[src/rtl/aud_sp_pkg.sv]
package aud_sp_pkg;
  typedef enum logic {
    FMT_I2S = 1'b0,
    FMT_RJ  = 1'b1
  } fmt_e;
endpackage

[src/rtl/aud_sp_rst_sync.sv]
module aud_sp_rst_sync (
  input  logic clk_i,
  input  logic rst_ni,
  output logic rst_sync_no
);
  logic [1:0] sync_q;

  always_ff @(posedge clk_i or negedge rst_ni) begin
    if (!rst_ni) sync_q <= 2'b00;
    else         sync_q <= {sync_q[0], 1'b1};
  end

  assign rst_sync_no = sync_q[1];
endmodule

[src/rtl/aud_sp_timing.sv]
module aud_sp_timing #(
  parameter int unsigned SLOT_W  = 32,
  parameter int unsigned BCK_DIV = 16,
  parameter int unsigned OVS_DIV = 4,
  localparam int unsigned PH_W   = $clog2(BCK_DIV),
  localparam int unsigned PER_W  = $clog2(2 * SLOT_W),
  localparam int unsigned K_W    = $clog2(SLOT_W)
) (
  input  logic             clk_i,
  input  logic             rst_ni,
  input  logic             rj_i,
  output logic             bck_o,
  output logic             ovck_o,
  output logic             ws_o,
  output logic             stb_o,
  output logic             adv_o,
  output logic             smp_en_o,
  output logic             nxt_side_o,
  output logic [K_W-1:0]   nxt_k_o,
  output logic             cur_side_o,
  output logic [K_W-1:0]   cur_k_o
);
  localparam int unsigned OVS_BIT  = $clog2(OVS_DIV) - 1;
  localparam int unsigned LAST_PER = 2 * SLOT_W - 1;

  logic [PH_W-1:0]  ph_q, ph_d;
  logic [PER_W-1:0] per_q, per_d, per_n;
  logic             ws_q, ws_d, ws_nxt, adv;

  // next-state
  always_comb begin
    adv   = (ph_q == PH_W'(BCK_DIV - 1));
    per_n = (per_q == PER_W'(LAST_PER)) ? '0 : per_q + PER_W'(1);
    if (rj_i) ws_nxt = (per_n < PER_W'(SLOT_W));
    else      ws_nxt = (per_n >= PER_W'(SLOT_W - 1)) && (per_n != PER_W'(LAST_PER));
    ph_d  = adv ? '0 : ph_q + PH_W'(1);
    per_d = adv ? per_n : per_q;
    ws_d  = adv ? ws_nxt : ws_q;
  end

  // registers
  always_ff @(posedge clk_i or negedge rst_ni) begin
    if (!rst_ni) begin
      ph_q  <= '0;
      per_q <= '0;
      ws_q  <= 1'b0;
    end else begin
      ph_q  <= ph_d;
      per_q <= per_d;
      ws_q  <= ws_d;
    end
  end

  assign adv_o      = adv;
  assign smp_en_o   = (ph_q == PH_W'(BCK_DIV / 2 - 1));
  assign stb_o      = adv && (per_q == (rj_i ? PER_W'(LAST_PER) : PER_W'(LAST_PER - 1)));
  assign bck_o      = ph_q[PH_W-1];
  assign ovck_o     = ph_q[OVS_BIT];
  assign ws_o       = ws_q;
  assign nxt_side_o = per_n[PER_W-1];
  assign nxt_k_o    = per_n[K_W-1:0];
  assign cur_side_o = per_q[PER_W-1];
  assign cur_k_o    = per_q[K_W-1:0];
endmodule

[src/rtl/aud_sp_tx_lane.sv]
module aud_sp_tx_lane #(
  parameter int unsigned SLOT_W = 32,
  parameter int unsigned TX_W   = 22,
  localparam int unsigned K_W   = $clog2(SLOT_W)
) (
  input  logic            clk_i,
  input  logic            rst_ni,
  input  logic            load_i,
  input  logic            adv_i,
  input  logic            rj_i,
  input  logic            side_i,
  input  logic [K_W-1:0]  k_i,
  input  logic [TX_W-1:0] smp_l_i,
  input  logic [TX_W-1:0] smp_r_i,
  output logic            sd_o
);
  localparam int unsigned PAD_W = SLOT_W - TX_W;

  logic [TX_W-1:0]   hold_l_q, hold_l_d, hold_r_q, hold_r_d, sel;
  logic [SLOT_W-1:0] word;
  logic              sd_q, sd_d;

  // next-state: the slot word is built from the next hold value, so the
  // first bit after a latch already carries the new sample
  always_comb begin
    hold_l_d = load_i ? smp_l_i : hold_l_q;
    hold_r_d = load_i ? smp_r_i : hold_r_q;
    sel      = side_i ? hold_r_d : hold_l_d;
    if (rj_i) word = {{PAD_W{sel[TX_W-1]}}, sel};
    else      word = {sel, {PAD_W{1'b0}}};
    sd_d     = adv_i ? word[K_W'(SLOT_W - 1) - k_i] : sd_q;
  end

  always_ff @(posedge clk_i or negedge rst_ni) begin
    if (!rst_ni) begin
      hold_l_q <= '0;
      hold_r_q <= '0;
      sd_q     <= 1'b0;
    end else begin
      hold_l_q <= hold_l_d;
      hold_r_q <= hold_r_d;
      sd_q     <= sd_d;
    end
  end

  assign sd_o = sd_q;
endmodule

[src/rtl/aud_sp_rx_lane.sv]
module aud_sp_rx_lane #(
  parameter int unsigned SLOT_W = 32,
  parameter int unsigned RX_W   = 20,
  localparam int unsigned K_W   = $clog2(SLOT_W)
) (
  input  logic            clk_i,
  input  logic            rst_ni,
  input  logic            smp_en_i,
  input  logic            pub_i,
  input  logic            rj_i,
  input  logic            side_i,
  input  logic [K_W-1:0]  k_i,
  input  logic            sd_i,
  output logic [RX_W-1:0] smp_l_o,
  output logic [RX_W-1:0] smp_r_o
);
  logic [RX_W-1:0] acc_l_q, acc_l_d, acc_r_q, acc_r_d;
  logic [RX_W-1:0] out_l_q, out_l_d, out_r_q, out_r_d;
  logic            in_win;

  always_comb begin
    in_win  = rj_i ? (k_i >= K_W'(SLOT_W - RX_W)) : (k_i < K_W'(RX_W));
    acc_l_d = acc_l_q;
    acc_r_d = acc_r_q;
    if (smp_en_i && in_win) begin
      if (side_i) acc_r_d = {acc_r_q[RX_W-2:0], sd_i};
      else        acc_l_d = {acc_l_q[RX_W-2:0], sd_i};
    end
    out_l_d = pub_i ? acc_l_q : out_l_q;
    out_r_d = pub_i ? acc_r_q : out_r_q;
  end

  always_ff @(posedge clk_i or negedge rst_ni) begin
    if (!rst_ni) begin
      acc_l_q <= '0;
      acc_r_q <= '0;
      out_l_q <= '0;
      out_r_q <= '0;
    end else begin
      acc_l_q <= acc_l_d;
      acc_r_q <= acc_r_d;
      out_l_q <= out_l_d;
      out_r_q <= out_r_d;
    end
  end

  assign smp_l_o = out_l_q;
  assign smp_r_o = out_r_q;
endmodule

[src/rtl/aud_serial_port.sv]
module aud_serial_port
  import aud_sp_pkg::*;
#(
  parameter int unsigned LANES   = 8,
  parameter int unsigned SLOT_W  = 32,
  parameter int unsigned TX_W    = 22,
  parameter int unsigned RX_W    = 20,
  parameter int unsigned BCK_DIV = 16,
  parameter int unsigned OVS_DIV = 4,
  localparam int unsigned CH     = 2 * LANES
) (
  input  logic               clk_i,
  input  logic               rst_ni,
  input  logic               fmt_i,
  input  logic [CH*TX_W-1:0] tx_smp_i,
  output logic [CH*RX_W-1:0] rx_smp_o,
  output logic               frame_stb_o,
  output logic               ovck_o,
  output logic               bck_o,
  output logic               ws_o,
  output logic [LANES-1:0]   sd_o,
  input  logic [LANES-1:0]   sd_i
);
  localparam int unsigned K_W = $clog2(SLOT_W);

  logic           rst_n_s, rj, stb, adv, smp_en;
  logic           nxt_side, cur_side;
  logic [K_W-1:0] nxt_k, cur_k;

  assign rj = (fmt_i == FMT_RJ);

  aud_sp_rst_sync u_rst (
    .clk_i       (clk_i),
    .rst_ni      (rst_ni),
    .rst_sync_no (rst_n_s)
  );

  aud_sp_timing #(.SLOT_W(SLOT_W), .BCK_DIV(BCK_DIV), .OVS_DIV(OVS_DIV)) u_tim (
    .clk_i      (clk_i),
    .rst_ni     (rst_n_s),
    .rj_i       (rj),
    .bck_o      (bck_o),
    .ovck_o     (ovck_o),
    .ws_o       (ws_o),
    .stb_o      (stb),
    .adv_o      (adv),
    .smp_en_o   (smp_en),
    .nxt_side_o (nxt_side),
    .nxt_k_o    (nxt_k),
    .cur_side_o (cur_side),
    .cur_k_o    (cur_k)
  );

  for (genvar g = 0; g < LANES; g++) begin : g_lane
    aud_sp_tx_lane #(.SLOT_W(SLOT_W), .TX_W(TX_W)) u_tx (
      .clk_i   (clk_i),
      .rst_ni  (rst_n_s),
      .load_i  (stb),
      .adv_i   (adv),
      .rj_i    (rj),
      .side_i  (nxt_side),
      .k_i     (nxt_k),
      .smp_l_i (tx_smp_i[(2*g)*TX_W +: TX_W]),
      .smp_r_i (tx_smp_i[(2*g+1)*TX_W +: TX_W]),
      .sd_o    (sd_o[g])
    );

    aud_sp_rx_lane #(.SLOT_W(SLOT_W), .RX_W(RX_W)) u_rx (
      .clk_i    (clk_i),
      .rst_ni   (rst_n_s),
      .smp_en_i (smp_en),
      .pub_i    (stb),
      .rj_i     (rj),
      .side_i   (cur_side),
      .k_i      (cur_k),
      .sd_i     (sd_i[g]),
      .smp_l_o  (rx_smp_o[(2*g)*RX_W +: RX_W]),
      .smp_r_o  (rx_smp_o[(2*g+1)*RX_W +: RX_W])
    );
  end

  assign frame_stb_o = stb;
endmodule

[config.mk]
export PLATFORM = sky130hd
export DESIGN_NAME = aud_serial_port
export DESIGN_NICKNAME = d
export VERILOG_FILES = /design/src/rtl/aud_sp_pkg.sv /design/src/rtl/aud_sp_rst_sync.sv /design/src/rtl/aud_sp_timing.sv /design/src/rtl/aud_sp_tx_lane.sv /design/src/rtl/aud_sp_rx_lane.sv /design/src/rtl/aud_serial_port.sv
export SDC_FILE = /design/constraint.sdc
export NUM_CORES = 2
export LEC_CHECK = 0
export BUFFER_PORTS_ARGS = -buffer_cell sky130_fd_sc_hd__buf_2
export CORE_AREA = 2 2 308 310
export CTS_CLUSTER_DIAMETER = 30
export DETAILED_ROUTE_END_ITERATION = 10
export DIE_AREA = 0 0 310 312
export GPL_ROUTABILITY_DRIVEN = 0
export GPL_TIMING_DRIVEN = 0
export PLACE_DENSITY = 0.71
export SLEW_MARGIN = 20
export SYNTH_ARGS = -nofsm -noshare
export SYNTH_HDL_FRONTEND = slang
export SYNTH_HIERARCHICAL = 1
export SYNTH_SLANG_ARGS = --single-unit
[constraint.sdc]
create_clock -name clk_i -period 69.6 [get_ports clk_i]
set_clock_uncertainty 0.15 [all_clocks]
set_input_delay 6.96 -clock clk_i [delete_from_list [all_inputs] [get_ports clk_i]]
set_output_delay 6.96 -clock clk_i [all_outputs]
set_load 0.02 [all_outputs]
# After elaboration in Yosys (flattened, before gate mapping)
# Index checks and enable logic that the tools add are counted.
dict set report word_totals {
  reg_bits 1013
  latch_bits 0
  ram_bits 0
  rom_bits 0
  input_bits 363
  out_inout_bits 332
  word_cells 132
  n_memories 0
}
dict set report op_classes {
  addsub 3
  mul 0
  n_div 0
  n_lt_le_gt_ge 5
  eq_ne 5
  n_shift 0
  n_mux 53
  bitwise 1
  n_reduce_logical 5
}
# op n
set op_table {}
lappend op_table {{2-to-1 mux 22 bit} 24}
lappend op_table {{2-to-1 mux 31 bit} 8}
lappend op_table {{binary-select mux 1 bit (select 5 bit)} 8}
lappend op_table {{2-to-1 mux 1 bit} 11}
lappend op_table {{adder 6 x 1 -> 6 bit, second input constant} 1}
lappend op_table {{equality test 6 bit} 1}
lappend op_table {{equality test 6 bit, second input constant} 1}
lappend op_table {{greater-or-equal comparator 6 x 5 -> 1 bit, second input constant} 1}
lappend op_table {{less-than comparator 5 x 6 -> 1 bit, second input constant} 1}
lappend op_table {{less-than comparator 6 bit, second input constant} 1}
lappend op_table {{2-to-1 mux 6 bit} 1}
lappend op_table {{inequality test 6 bit, second input constant} 1}
lappend op_table {{greater-or-equal comparator 5 x 4 -> 1 bit, second input constant} 1}
lappend op_table {{less-than comparator 5 bit, second input constant} 1}
lappend op_table {{subtractor 5 bit, first input constant} 1}
lappend op_table {{adder 4 x 1 -> 4 bit, second input constant} 1}
lappend op_table {{equality test 4 x 3 -> 1 bit, second input constant} 1}
lappend op_table {{equality test 4 bit, second input constant} 1}
lappend op_table {{2-to-1 mux 4 bit} 1}
lappend op_table {{AND reduction 2 bit} 2}
lappend op_table {{logical AND 1 bit} 3}
lappend op_table {{inverter 1 bit} 1}

# Logic depth before layout (Yosys ltp)
dict set report depth {
  depth_word 8
  mapped_depth 13
  depth_no_buf 10
}

# Cells and area by module
# Netlist, hierarchy kept.
# module n_inst cells_per_inst area_per_inst_um2 seq_area_each_um2
set by_module_without_submodules {}
lappend by_module_without_submodules {aud_sp_rx_lane 8 175 3178.0 2001.9}
lappend by_module_without_submodules {{aud_sp_tx_lane at g_lane[3].u_tx ...} 5 181 2536.2 1126.1}
lappend by_module_without_submodules {{aud_sp_tx_lane at g_lane[0].u_tx ...} 3 181 2497.4 1126.1}
lappend by_module_without_submodules {aud_sp_timing 1 70 704.4 275.3}
lappend by_module_without_submodules {aud_sp_rst_sync 1 3 53.8 50.0}

# Worst setup path after synthesis
# OpenSTA, ideal clock, no wires.
dict set report synth_path {
  path_type {input-to-output}
  startpoint {input fmt_i}
  endpoint {output frame_stb_o}
  arrival_time_ns 8.072
  required_ns 62.490
  path_slack_ns 54.418
  path_stages 3
  n_path_buf 0
  path_cell_list {xor2_1 > nor2_1 > and4_2}
}
dict set report synth_via {
  elab_chain_cells 3
}
# element line
set synth_lines {}
lappend synth_lines {{from (decl)} aud_serial_port.sv:14} ;# input logic fmt_i,
lappend synth_lines {{2-to-1 mux 1 bit} aud_sp_timing.sv:56} ;# assign stb_o = adv && (per_q == (rj_i ? PER_W'(LAST_PER) : PER_W'(LAST_PER - 1)));
lappend synth_lines {{equality test 6 bit} aud_sp_timing.sv:56}
lappend synth_lines {{logical AND 1 bit} aud_sp_timing.sv:56}
lappend synth_lines {{to (decl)} aud_serial_port.sv:17} ;# output logic frame_stb_o,
# No other way between the ends.

# Worst setup path in the final report
# Same ends and word-level chain as after synthesis.

==> metrics <==
Die Span X=between 300 and 400 um; Mean Syn Cell Area=about 16 um2; largest net degree at the start of global routing=59; relative slew slack=27.89%; top_reg_cell synth=dfrtp_1; CTS H-tree lvls=4; core area=93050 um2; Filler Cell Count=approximately 6900; register area=approximately 25000 um2; Antenna Nets Post-Route=0; Post-CTS Setup Bufs=0; TritonCTS clock tree=built; vias post-DR=between 20000 and 30000; I/O pin count=~700; RSZ-0062 raised after global routing=false; Worst setup EP type=output pin; CP required=around 62000 ps; layout cells sized above 1=58.38%; DRC=0; full die area=a little under 100000 um2; grt met2 use=between 40% and 50%; root buffer cell=clkbuf_16; Skew-Pair Late Insertion Delay=770 ps; clock slew at reported path FFs=~50 ps; max-capacitance violation count=0; HP Class=flip-flop to asynchronous set/reset pin; Layout Nets=4217; Crit Path Class=input pin to output pin; total global-route track usage=roughly a quarter; met3 GRT Util=8.327%; Seq/Total Area, Yosys=around 55%; FMAX=62.52 MHz; first-pass GRT wire length=around 180000 um; post-synth design cell area=46360 um2; setup_tns=0 ps; Yosys reg bits=1013; Initial Util=between 40% and 50%; post-CTS sizing=0; Routed WL=around 120000 um; outcome=complete, no violations; Fin. Hold Viols=0; initial antenna violation count=67; die height=between 300 and 400 um; Async SR Flop Fraction=between 90% and 100%; max-slew violation count=0; CTS Buf Count=approximately 200; CP max FO=26; count of different cell masters after synthesis=60; WL per Instance=between 20 and 25 um; Ys Warns=6; Area Overhead vs Synth=28.51%; met1 usage=between 20% and 30%; VDD IR-drop max=~0.024 mV; clock buffer depth=3; CP startpoint kind=input pin; # setup viols final=0; Post-Synthesis Cells=2921; gr busiest metal=met2; arrival time at the worst endpoint=roughly 8900 ps; Leak=slightly above 30 nW; Slew @ Worst Pin=roughly 1100 ps; router iterations before antenna repair=6; Pwr Density=roughly 28 nW/um2; # clock sinks=between 1000 and 1500; Placement Setup Slack=between 50000 and 60000 ps; min Tclk post-route=around 16000 ps; drt via density=5.436; Final Worst Setup Slack=roughly 54000 ps; fin crit share=between 20% and 30%; Hold Buf Count CTS=0; number of global-route vias before repair=31095; I/O Buffers=just under 700; drt first-iter violations=~2000; row cnt=around 110; Synth Net Count=between 3000 and 4000; grt ovf=0; multi-input combinational cell area=~19000 um2; post-DP HPWL=83900 um; number of enable-type register cells in the synthesized netlist=0
## placed cells by master, fill, tap and decap left out, drive strengths merged, types with 5 or more instances in the layout
cell type	instances
a31oi	10
and4b	8
and2	8
bufinv	28
a21oi	27
o22ai	8
mux2	968
o211ai	14
clkbuf	292
diode	34
clkinvlp	29
o21ai	21
a211oi	8
a211o	9
inv	72
o2111a	8
nand3b	17
a2bb2oi	8
buf	872
nor2	62
o32ai	19
a221oi	8
o2111ai	16
o311ai	8
nor2b	17
nand2b	43
nand2	55
nand3	35
clkinv	50
or2b	5
dfrtp	1013
mux4	136
o41ai	8
a22oi	8
nor3	37
mux2i	80
## final cells by class
type,count,share of cell area [%]
inverters,60,0.3843
clock inverters,119,2.644
flip-flops and latches,1013,42.56
diodes,34,0.1428
repair buffers,725,7.030
plain buffers,172,2.333
multi-input cells,1676,32.61
clock buffers,267,9.661
well taps,1254,2.634
## logic make-up (layout without fill, tap and decap cells)
kind of cell               count (synthesis)  in the layout  share of synthesized area [%]
other                                      1             35                       0.008090
muxes                                   1184           1184                          34.76
xor gates and xnor gates                   7              7                         0.1323
buffers and inverters                    232           1343                          3.485
DFF                                     1013           1013                          54.68
AOI/OAI and AO/OA                        184            184                          3.323
adders and majority gates                  3              3                        0.08098
and+or+nand+nor                          297            297                          3.522
## power by group
group / internal (mW) / total, mW / switching, mW
registers: 0.592 / 0.593 / 0.00131
logic: 0.0135 / 0.0333 / 0.0198
clock network: 0.686 / 1.01 / 0.327
## worst paths after layout
path	slack [ps]	from	to	depth (start not counted)
setup / recovery	53600	fmt_i	frame_stb_o	5
hold / removal	120	u_rst/sync_q[1]	g_lane[7].u_rx/smp_r_o[2]	0
setup reg to reg	65260	u_tim/per_q[3]	g_lane[1].u_tx/sd_o	12
hold reg to reg	120	u_rst/sync_q[1]	g_lane[7].u_rx/smp_r_o[2]	0
max in group asynchronous	63360	rst_ni	u_rst/sync_q[1]	1
min in group clk_i	210	u_rst/sync_q[0]	u_rst/sync_q[1]	0
## synth_stat cells (all sizes together) (9+ instances only)
cell type / n / area, um2
a211o: 9 / 78.83
nor3: 37 / 185.2
mux2i: 80 / 800.8
dfrtp: 1013 / 25350
a21oi: 27 / 135.1
nor2b: 17 / 106.4
nand3b: 17 / 127.6
o211ai: 14 / 105.1
o32ai: 19 / 166.4
nand2: 55 / 206.5
nor2: 62 / 232.7
nand3: 35 / 175.2
a31oi: 10 / 62.56
clkbuf: 25 / 254.0
o2111ai: 16 / 190.2
nand2b: 43 / 329.1
o21ai: 21 / 105.1
mux2: 968 / 12100
buf: 147 / 1136
inv: 59 / 221.5
mux4: 136 / 3213
## registers in the layout (all words and copies together) (netlist names)
signal                count
g_lane.u_tx/hold_l_q    176
u_tim/ws_o                1
u_tim/ph_q                4
u_tim/per_q               6
g_lane.u_rx/smp_l_o     160
g_lane.u_rx/smp_r_o     160
g_lane.u_rx/acc_r_q     160
g_lane.u_tx/hold_r_q    176
g_lane.u_rx/acc_l_q     160
u_rst/sync_q              2
g_lane.u_tx/sd_o          8
## worst max-delay path: stages
cell    delay [ps]
buf_2          780
xor2_1         140
nor2_1         130
and4_4         550
buf_2          260
## per-stage QoR
step / instances / hold slack [ps] / util [%] / instance area (um2) / power (mW)
3_5_place_dp: 4900 / 120.2 / 56.05 / 52160 / 0.6362
6_report: 5320 / 115.6 / 64.02 / 59570 / 1.640
3_3_place_gp: 4869 / 184.8 / 55.24 / 51400 / 0.6331
4_1_cts: 5286 / 119.4 / 63.93 / 59490 / 1.658
2_1_floorplan: 2921 / 181.2 / - / 46360 / 0.6160
5_1_grt: 5310 / 140.0 / 64.00 / 59550 / 1.692
## routing by layer
metal	part of all wire (%)	up-vias
li1	-	12800
met1	39	14831
met2	49	923
met3	7.8	303
met4	3.3	62
met5	0.32	-
Power figures use the tool's default switching activity.
